`src/rtl/bclk_tune_pkg.sv`:
```
package bclk_tune_pkg;

  localparam int CNT_W  = 9;
  localparam int BASE_W = 8;
  localparam int BND_W  = 16;
  localparam int PROD_W = CNT_W + BASE_W;

  typedef enum logic [2:0] {
    ST_IDLE,
    ST_LOAD,
    ST_ARM,
    ST_RUN,
    ST_PASS,
    ST_FAIL
  } tune_st_e;

  // band code from the scaled count
  function automatic logic [1:0] band_of(input logic [CNT_W-1:0] cnt,
                                         input logic [BASE_W-1:0] base);
    logic [PROD_W-1:0] prod;
    logic [PROD_W-1:0] mhz;
    prod = PROD_W'(base) * PROD_W'(cnt);
    mhz  = prod / PROD_W'(192);
    if (mhz < PROD_W'(40))      return 2'd0;
    else if (mhz < PROD_W'(45)) return 2'd1;
    else if (mhz < PROD_W'(55)) return 2'd2;
    else                        return 2'd3;
  endfunction

  function automatic logic [BND_W-1:0] band_mhz(input logic [1:0] b);
    case (b)
      2'd0:    return BND_W'(33);
      2'd1:    return BND_W'(40);
      2'd2:    return BND_W'(50);
      default: return BND_W'(66);
    endcase
  endfunction

  function automatic logic [BND_W-1:0] low_of(input logic [1:0] b,
                                              input logic hit);
    logic [BND_W-1:0] tgt;
    tgt = hit ? BND_W'(66) : BND_W'(50);
    return (band_mhz(b) * BND_W'(48)) / tgt;
  endfunction

  function automatic logic [BND_W-1:0] high_of(input logic [1:0] b,
                                               input logic [BND_W-1:0] lo);
    return lo + BND_W'(2) + ((b > 2'd1) ? BND_W'(2) : BND_W'(0));
  endfunction

  // widening step after failed attempt k
  function automatic logic [BND_W-1:0] step_of(input int unsigned k);
    return BND_W'(k >> 1);
  endfunction

endpackage

```
`src/rtl/bclk_band_calc.sv`:
```
module bclk_band_calc
  import bclk_tune_pkg::*;
(
  input  logic [CNT_W-1:0]  cnt,
  input  logic [BASE_W-1:0] base,
  input  logic              hit,
  output logic [1:0]        band,
  output logic [BND_W-1:0]  lo,
  output logic [BND_W-1:0]  hi
);

  always_comb begin
    band = band_of(cnt, base);
    lo   = low_of(band, hit);
    hi   = high_of(band, lo);
  end

endmodule

```
`src/rtl/bclk_sample_timer.sv`:
```
module bclk_sample_timer #(
  parameter int POLL_GAP = 4
) (
  input  logic clk,
  input  logic rst_n,
  input  logic en,
  output logic tick
);

  localparam int TW = (POLL_GAP > 1) ? $clog2(POLL_GAP) : 1;

  logic [TW-1:0] gap_cnt;

  assign tick = en && (gap_cnt == TW'(POLL_GAP - 1));

  always_ff @(posedge clk or negedge rst_n) begin
    if (!rst_n)             gap_cnt <= '0;
    else if (!en || tick)   gap_cnt <= '0;
    else                    gap_cnt <= gap_cnt + TW'(1);
  end

  generate
    if (POLL_GAP > 1) begin : g_gap_chk
      AST_TICK_SPACED: assert property (@(posedge clk) disable iff (!rst_n)
        tick |=> !tick);
    end
  endgenerate

endmodule

```
`src/rtl/bclk_lock_judge.sv`:
```
module bclk_lock_judge #(
  parameter int POLL_LIMIT = 20480,
  parameter int HOLD_LIMIT = 4096
) (
  input  logic clk,
  input  logic rst_n,
  input  logic arm,
  input  logic tick,
  input  logic lock,
  output logic pass_evt,
  output logic fail_evt
);

  localparam int PW = (POLL_LIMIT > 1) ? $clog2(POLL_LIMIT) : 1;
  localparam int HW = (HOLD_LIMIT > 1) ? $clog2(HOLD_LIMIT) : 1;

  logic          active;
  logic          holding;
  logic [PW-1:0] poll_cnt;
  logic [HW-1:0] hold_cnt;
  logic          smp;
  logic          poll_last;
  logic          hold_last;

  assign smp       = active && tick;
  assign poll_last = (poll_cnt == PW'(POLL_LIMIT - 1));
  assign hold_last = (hold_cnt == HW'(HOLD_LIMIT - 1));

  assign pass_evt = smp && holding && lock && hold_last;
  assign fail_evt = smp && ((holding && !lock) || (!holding && !lock && poll_last));

  always_ff @(posedge clk or negedge rst_n) begin
    if (!rst_n) begin
      active   <= 1'b0;
      holding  <= 1'b0;
      poll_cnt <= '0;
      hold_cnt <= '0;
    end else if (arm) begin
      active   <= 1'b1;
      holding  <= 1'b0;
      poll_cnt <= '0;
      hold_cnt <= '0;
    end else if (pass_evt || fail_evt) begin
      active   <= 1'b0;
      holding  <= 1'b0;
    end else if (smp) begin
      if (holding) begin
        hold_cnt <= hold_cnt + HW'(1);
      end else if (lock) begin
        holding  <= 1'b1;
        hold_cnt <= '0;
      end else begin
        poll_cnt <= poll_cnt + PW'(1);
      end
    end
  end

  AST_PASS_NEEDS_LOCK: assert property (@(posedge clk) disable iff (!rst_n)
    pass_evt |-> lock);
  AST_ONE_OUTCOME: assert property (@(posedge clk) disable iff (!rst_n)
    !(pass_evt && fail_evt));
  AST_QUIET_WHEN_IDLE: assert property (@(posedge clk) disable iff (!rst_n)
    !active |-> !(pass_evt || fail_evt));

endmodule

```
`src/rtl/bclk_tune_ctrl.sv`:
```
module bclk_tune_ctrl
  import bclk_tune_pkg::*;
#(
  parameter int POLL_LIMIT = 20480,
  parameter int HOLD_LIMIT = 4096,
  parameter int MAX_TRY    = 8,
  parameter int POLL_GAP   = 4
) (
  input  logic              clk,
  input  logic              rst_n,
  input  logic              start,
  input  logic [CNT_W-1:0]  freq_cnt,
  input  logic [BASE_W-1:0] base_k,
  input  logic              hi_target,
  input  logic              pll_lock,
  output logic              busy,
  output logic [1:0]        band,
  output logic [BND_W-1:0]  lo_bound,
  output logic [BND_W-1:0]  hi_bound,
  output logic [31:0]       ctl_word,
  output logic              tune_en,
  output logic              done,
  output logic              err
);

  localparam int TRY_W = (MAX_TRY > 1) ? $clog2(MAX_TRY) : 1;

  tune_st_e          st;
  logic [CNT_W-1:0]  cnt_q;
  logic [BASE_W-1:0] base_q;
  logic              hit_q;
  logic [TRY_W-1:0]  try_q;
  logic [1:0]        calc_band;
  logic [BND_W-1:0]  calc_lo;
  logic [BND_W-1:0]  calc_hi;
  logic              idle_like;
  logic              accept;
  logic              arm;
  logic              tick;
  logic              pass_evt;
  logic              fail_evt;
  logic              last_try;
  logic [BND_W-1:0]  step;

  bclk_band_calc u_calc (
    .cnt  (cnt_q),
    .base (base_q),
    .hit  (hit_q),
    .band (calc_band),
    .lo   (calc_lo),
    .hi   (calc_hi)
  );

  bclk_sample_timer #(.POLL_GAP(POLL_GAP)) u_timer (
    .clk   (clk),
    .rst_n (rst_n),
    .en    (st == ST_RUN),
    .tick  (tick)
  );

  bclk_lock_judge #(.POLL_LIMIT(POLL_LIMIT), .HOLD_LIMIT(HOLD_LIMIT)) u_judge (
    .clk      (clk),
    .rst_n    (rst_n),
    .arm      (arm),
    .tick     (tick),
    .lock     (pll_lock),
    .pass_evt (pass_evt),
    .fail_evt (fail_evt)
  );

  assign idle_like = (st == ST_IDLE) || (st == ST_PASS) || (st == ST_FAIL);
  assign accept    = idle_like && start;
  assign arm       = (st == ST_LOAD) || (st == ST_ARM);
  assign last_try  = (try_q == TRY_W'(MAX_TRY - 1));
  assign step      = step_of(32'(try_q));

  always_ff @(posedge clk or negedge rst_n) begin
    if (!rst_n) begin
      cnt_q  <= '0;
      base_q <= '0;
      hit_q  <= 1'b0;
    end else if (accept) begin
      cnt_q  <= freq_cnt;
      base_q <= base_k;
      hit_q  <= hi_target;
    end
  end

  always_ff @(posedge clk or negedge rst_n) begin
    if (!rst_n) begin
      st       <= ST_IDLE;
      band     <= 2'd0;
      lo_bound <= '0;
      hi_bound <= '0;
      tune_en  <= 1'b0;
      try_q    <= '0;
    end else begin
      case (st)
        ST_LOAD: begin
          band     <= calc_band;
          lo_bound <= calc_lo;
          hi_bound <= calc_hi;
          tune_en  <= 1'b1;
          try_q    <= '0;
          st       <= ST_RUN;
        end
        ST_ARM: st <= ST_RUN;
        ST_RUN: begin
          if (pass_evt) begin
            tune_en <= 1'b0;
            st      <= ST_PASS;
          end else if (fail_evt) begin
            if (try_q[0]) lo_bound <= lo_bound - step;
            else          hi_bound <= hi_bound + step;
            if (last_try) begin
              st <= ST_FAIL;
            end else begin
              try_q <= try_q + TRY_W'(1);
              st    <= ST_ARM;
            end
          end
        end
        default: if (start) st <= ST_LOAD;
      endcase
    end
  end

  assign busy     = (st == ST_LOAD) || (st == ST_ARM) || (st == ST_RUN);
  assign done     = (st == ST_PASS);
  assign err      = (st == ST_FAIL);
  assign ctl_word = {hi_bound, 7'd0, tune_en, lo_bound[7:0]};

  AST_PASS_CLEARS_TUNE: assert property (@(posedge clk) disable iff (!rst_n)
    pass_evt && (st == ST_RUN) |=> done && !tune_en);
  AST_LAST_FAIL_ERR: assert property (@(posedge clk) disable iff (!rst_n)
    fail_evt && (st == ST_RUN) && last_try |=> err && tune_en);
  AST_ODD_LOWERS_LO: assert property (@(posedge clk) disable iff (!rst_n)
    fail_evt && (st == ST_RUN) && try_q[0] |=>
      (hi_bound == $past(hi_bound)) && (lo_bound == $past(lo_bound) - $past(step)));
  AST_EVEN_RAISES_HI: assert property (@(posedge clk) disable iff (!rst_n)
    fail_evt && (st == ST_RUN) && !try_q[0] |=>
      (lo_bound == $past(lo_bound)) && (hi_bound == $past(hi_bound) + $past(step)));
  AST_BOUNDS_QUIET: assert property (@(posedge clk) disable iff (!rst_n)
    (st == ST_RUN) && !fail_evt |=> $stable(lo_bound) && $stable(hi_bound));
  AST_START_IGNORED: assert property (@(posedge clk) disable iff (!rst_n)
    (st == ST_RUN) && start |=> $stable(band));
  AST_RESULT_EXCL: assert property (@(posedge clk) disable iff (!rst_n)
    $onehot0({busy, done, err}));
  AST_LO_FITS: assert property (@(posedge clk) disable iff (!rst_n)
    lo_bound < BND_W'(256));

endmodule

```
`config.mk`:
```
export PLATFORM = sky130hd
export DESIGN_NAME = bclk_tune_ctrl
export DESIGN_NICKNAME = d
export VERILOG_FILES = /design/src/rtl/bclk_tune_pkg.sv /design/src/rtl/bclk_band_calc.sv /design/src/rtl/bclk_sample_timer.sv /design/src/rtl/bclk_lock_judge.sv /design/src/rtl/bclk_tune_ctrl.sv
export SDC_FILE = /design/constraint.sdc
export NUM_CORES = 1
export LEC_CHECK = 0
export ABC_AREA = 1
export BUFFER_PORTS_ARGS = -buffer_cell sky130_fd_sc_hd__buf_4
export CAP_MARGIN = 20
export CORE_MARGIN = 10
export CORE_UTILIZATION = 55
export CTS_CLUSTER_DIAMETER = 80
export DETAILED_ROUTE_END_ITERATION = 16
export GPL_ROUTABILITY_DRIVEN = 0
export PLACE_DENSITY = 0.77
export SYNTH_ARGS = -nofsm -noshare
export SYNTH_HDL_FRONTEND = slang
export SYNTH_HIERARCHICAL = 1
export SYNTH_SLANG_ARGS = --single-unit
```
`constraint.sdc`:
```
create_clock -name clk -period 60.6 [get_ports clk]
set_input_delay 9.09 -clock clk [delete_from_list [all_inputs] [get_ports clk]]
set_output_delay 9.09 -clock clk [all_outputs]
set_load 0.01 [all_outputs]
```
==> impl_metrics.csv <==
group,metric,value,unit
timing,rsz0062_at_grt,"false",
global_routing,grt_max_degree,66,
cts,clkSinkCount,90,
setup_path,crit_fanout,17,
synth,yosys_warnings,6,
setup_path,start_kind,"flop",
floorplan,die_area,30700,sq um
detailed_routing,routedWlPerCell,13.6,um
cts,postCtsSetupRepairBufs,0,
synth,ys.flop_type,"dfrtp_1",
synth,synth-seq-cells,90,
timing,slew_headroom,0.416,
synth,synthesis.area,13300,sq um
timing,hold_violations,0,
finish,final_cell_mix,"616 x nand2_1, 325 x inv_1, 177 x nor2_1, 150 x nand3_1, 94 x ha_1",
setup_path,startpoint,"base_q[7]$_DFFE_PN0P_",
timing,fin_skew,11.8,ps
timing,fmax,0.0444,GHz
finish,final_common_cell,"nand2_1",
floorplan,start_util,0.561,
detailed_routing,first_pass_iters,6,
setup_path,worst_ep_arrival_time,22750,ps
detailed_routing,via_per_inst,5.24,
timing,slew_viol_final,0,
cts,cts_tree,"yes",
synth,yosysUniqueCellTypes,56,
timing,fin_crit,22510,ps
placement,dpl.hpwl,26200,um
finish,multi_input_area,9160,sq um
cts,ctsResizeCount,0,
cts,cts_buffers,9,
finish,register_area,2250,sq um
synth,async_reset_ff_frac,1.00,
timing,worst_slack,38090,ps
floorplan,fp.coreArea,23600,sq um
finish,finalInstanceArea,14100,sq um
timing,fin_crit_sh,0.371,
synth,syn_inst,2073,
global_routing,first_global_vias,12100,
timing,final.setup.tns,0,ps
detailed_routing,drtIter0Drc,1106,
synth,synth_edf_count,0,
cts,htree_num_levels,3,
cts,cts.path.max_buffers,2,
detailed_routing,antenna_left,0,
placement,place_ws,38470,ps
cts,cts_root_buf,"clkbuf_16",
placement,placed_area,13800,sq um
setup_path,worstSetupEndpointType,"flop",
setup_path,critical_path_class,"flop to flop",
detailed_routing,drc,0,
setup_path,cpMostUsedCell,"nand2_1",
finish,nFillCells,2231,
global_routing,overflow,0,
finish,antenna_cells,0,
run_status,status,"complete, no violations",
cts,clk_latency,360,ps
synth,syn_area_per_cell,6.39,sq um
finish,final_util,0.596,
hold_path,hp-start,"u_timer/gap_cnt[0]$_DFF_PN0_",
global_routing,grt_usage,0.211,
global_routing,antenna_found_initial,0,
synth,synth_seq_area_share,0.170,
floorplan,boundaryPins,92,
finish,fin_nets,2262,
timing,setup_violations,0,
finish,area_growth,6.21,%
setup_path,rr_startpoint,"base_q[7]$_DFFE_PN0P_",
job,max_cap_violations,0,
detailed_routing,drt_wl_total,32900,um
finish,drive_gt1_frac,0.123,
placement,port_buffers,84,
setup_path,crit_slowest_cell,"dfrtp_1",
cts,cts.clk_slew.worst_paths,70,ps
hold_path,hp-class,"flop to flop",
cts,cts_hold_buf,0,
timing,worstMarginPinSlew,876,ps
detailed_routing,vias,12700,
setup_path,crit_required,60830,ps
floorplan,row_count,56,
setup_path,max_stage_delay,540,ps
global_routing,grt_first_pass_wirelength,55800,um
floorplan,die_w,175,um
floorplan,die_y,175,um
==> worst max-delay path, delay by kind of cell (launching register included) <==
| family | cells | cell delay, ps |
|---|---|---|
| AOI/OAI and AO/OA | 29 | 5960 |
| DFF | 1 | 540 |
| xor gates and xnor gates | 2 | 360 |
| and+or+nand+nor | 69 | 7700 |
| buffers and inverters | 17 | 1990 |
| adders and majority gates | 15 | 5820 |
==> through the flow <==
step	std cells	hold WS [ps]
final	2425	440
after global routing	2425	456
after CTS	2424	444
after detailed placement	2409	434
after global placement	2409	421
after floorplan	2091	408
==> Yosys cell counts (4+ instances only) <==
cell type,n,share of area
fa_1,44,0.066
a21oi_2,5,0.0033
o21ai_2,4,0.0026
o21bai_1,10,0.0057
clkinv_1,5,0.0014
xnor2_1,20,0.013
buf_6,7,0.0059
inv_2,16,0.0045
nor3_1,16,0.0060
o211ai_1,6,0.0034
inv_1,325,0.092
o21ai_1,35,0.013
dfrtp_1,90,0.17
clkbuf_1,26,0.0074
nand2_1,616,0.17
nand3_2,21,0.016
nand2_2,44,0.021
nor2_8,4,0.0060
buf_2,7,0.0026
a21oi_1,51,0.019
nand2_4,13,0.011
nor2_4,8,0.0068
nor2_1,177,0.050
nand3b_1,11,0.0062
nand3_1,150,0.057
o21ai_0,72,0.027
buf_4,47,0.027
or2_2,5,0.0024
nand3_4,8,0.011
xor2_1,34,0.022
nor2_2,13,0.0061
nand4_1,47,0.022
ha_1,94,0.089
==> state kept, by name, indices dropped and copies added, names as in the netlist, 2 cells and up <==
name / flops
hi_bound: 16
u_timer/gap_cnt: 2
try_q: 3
cnt_q: 9
u_judge/poll_cnt: 15
lo_bound: 16
band: 2
st: 3
base_q: 8
u_judge/hold_cnt: 12
==> area by class of cell <==
class	count	area share
multi-input cells	1562	0.651
flip-flops and latches	90	0.160
inverters	350	0.0939
repair buffers	89	0.0480
well taps	319	0.0284
clock buffers	10	0.0163
clock inverters	5	0.00293
==> kinds of logic (layout without fill, tap and decap cells) <==
group | count (synthesis) | count (layout) | share of synthesized area
xor gates and xnor gates | 54 | 54 | 0.0357
other | 2 | 20 | 0.000567
DFF | 90 | 90 | 0.170
adders and majority gates | 138 | 138 | 0.155
buffers and inverters | 439 | 454 | 0.145
AOI/OAI and AO/OA | 203 | 203 | 0.0882
and+or+nand+nor | 1147 | 1147 | 0.406
==> layer usage <==
layer  routed length (um)  GRT usage  vias to the layer above
li1                     -          -                     6496
met5                    0          0                        -
met1                14700      0.265                     5744
met4                  758     0.0625                        0
met3                 2030     0.0373                       63
met2                15400      0.361                      402
==> worst paths after layout <==
check | depth (start not counted) | endpoint | slack (ps)
setup / recovery | 132 | lo_bound[0]$_DFFE_PN0P_ | 38090
hold / removal | 1 | u_timer/gap_cnt[0]$_DFF_PN0_ | 440
setup reg to reg | 132 | lo_bound[0]$_DFFE_PN0P_ | 38090
hold reg to reg | 1 | u_timer/gap_cnt[0]$_DFF_PN0_ | 440
max in group asynchronous | 2 | u_judge/hold_cnt[11]$_DFFE_PN0P_ | 50750
min in group asynchronous | 1 | lo_bound[15]$_DFFE_PN0P_ | 8640
Power is left out: the tool's default activity adds up to more than one toggle a clock period on the data nets, which glitch-free logic cannot reach.
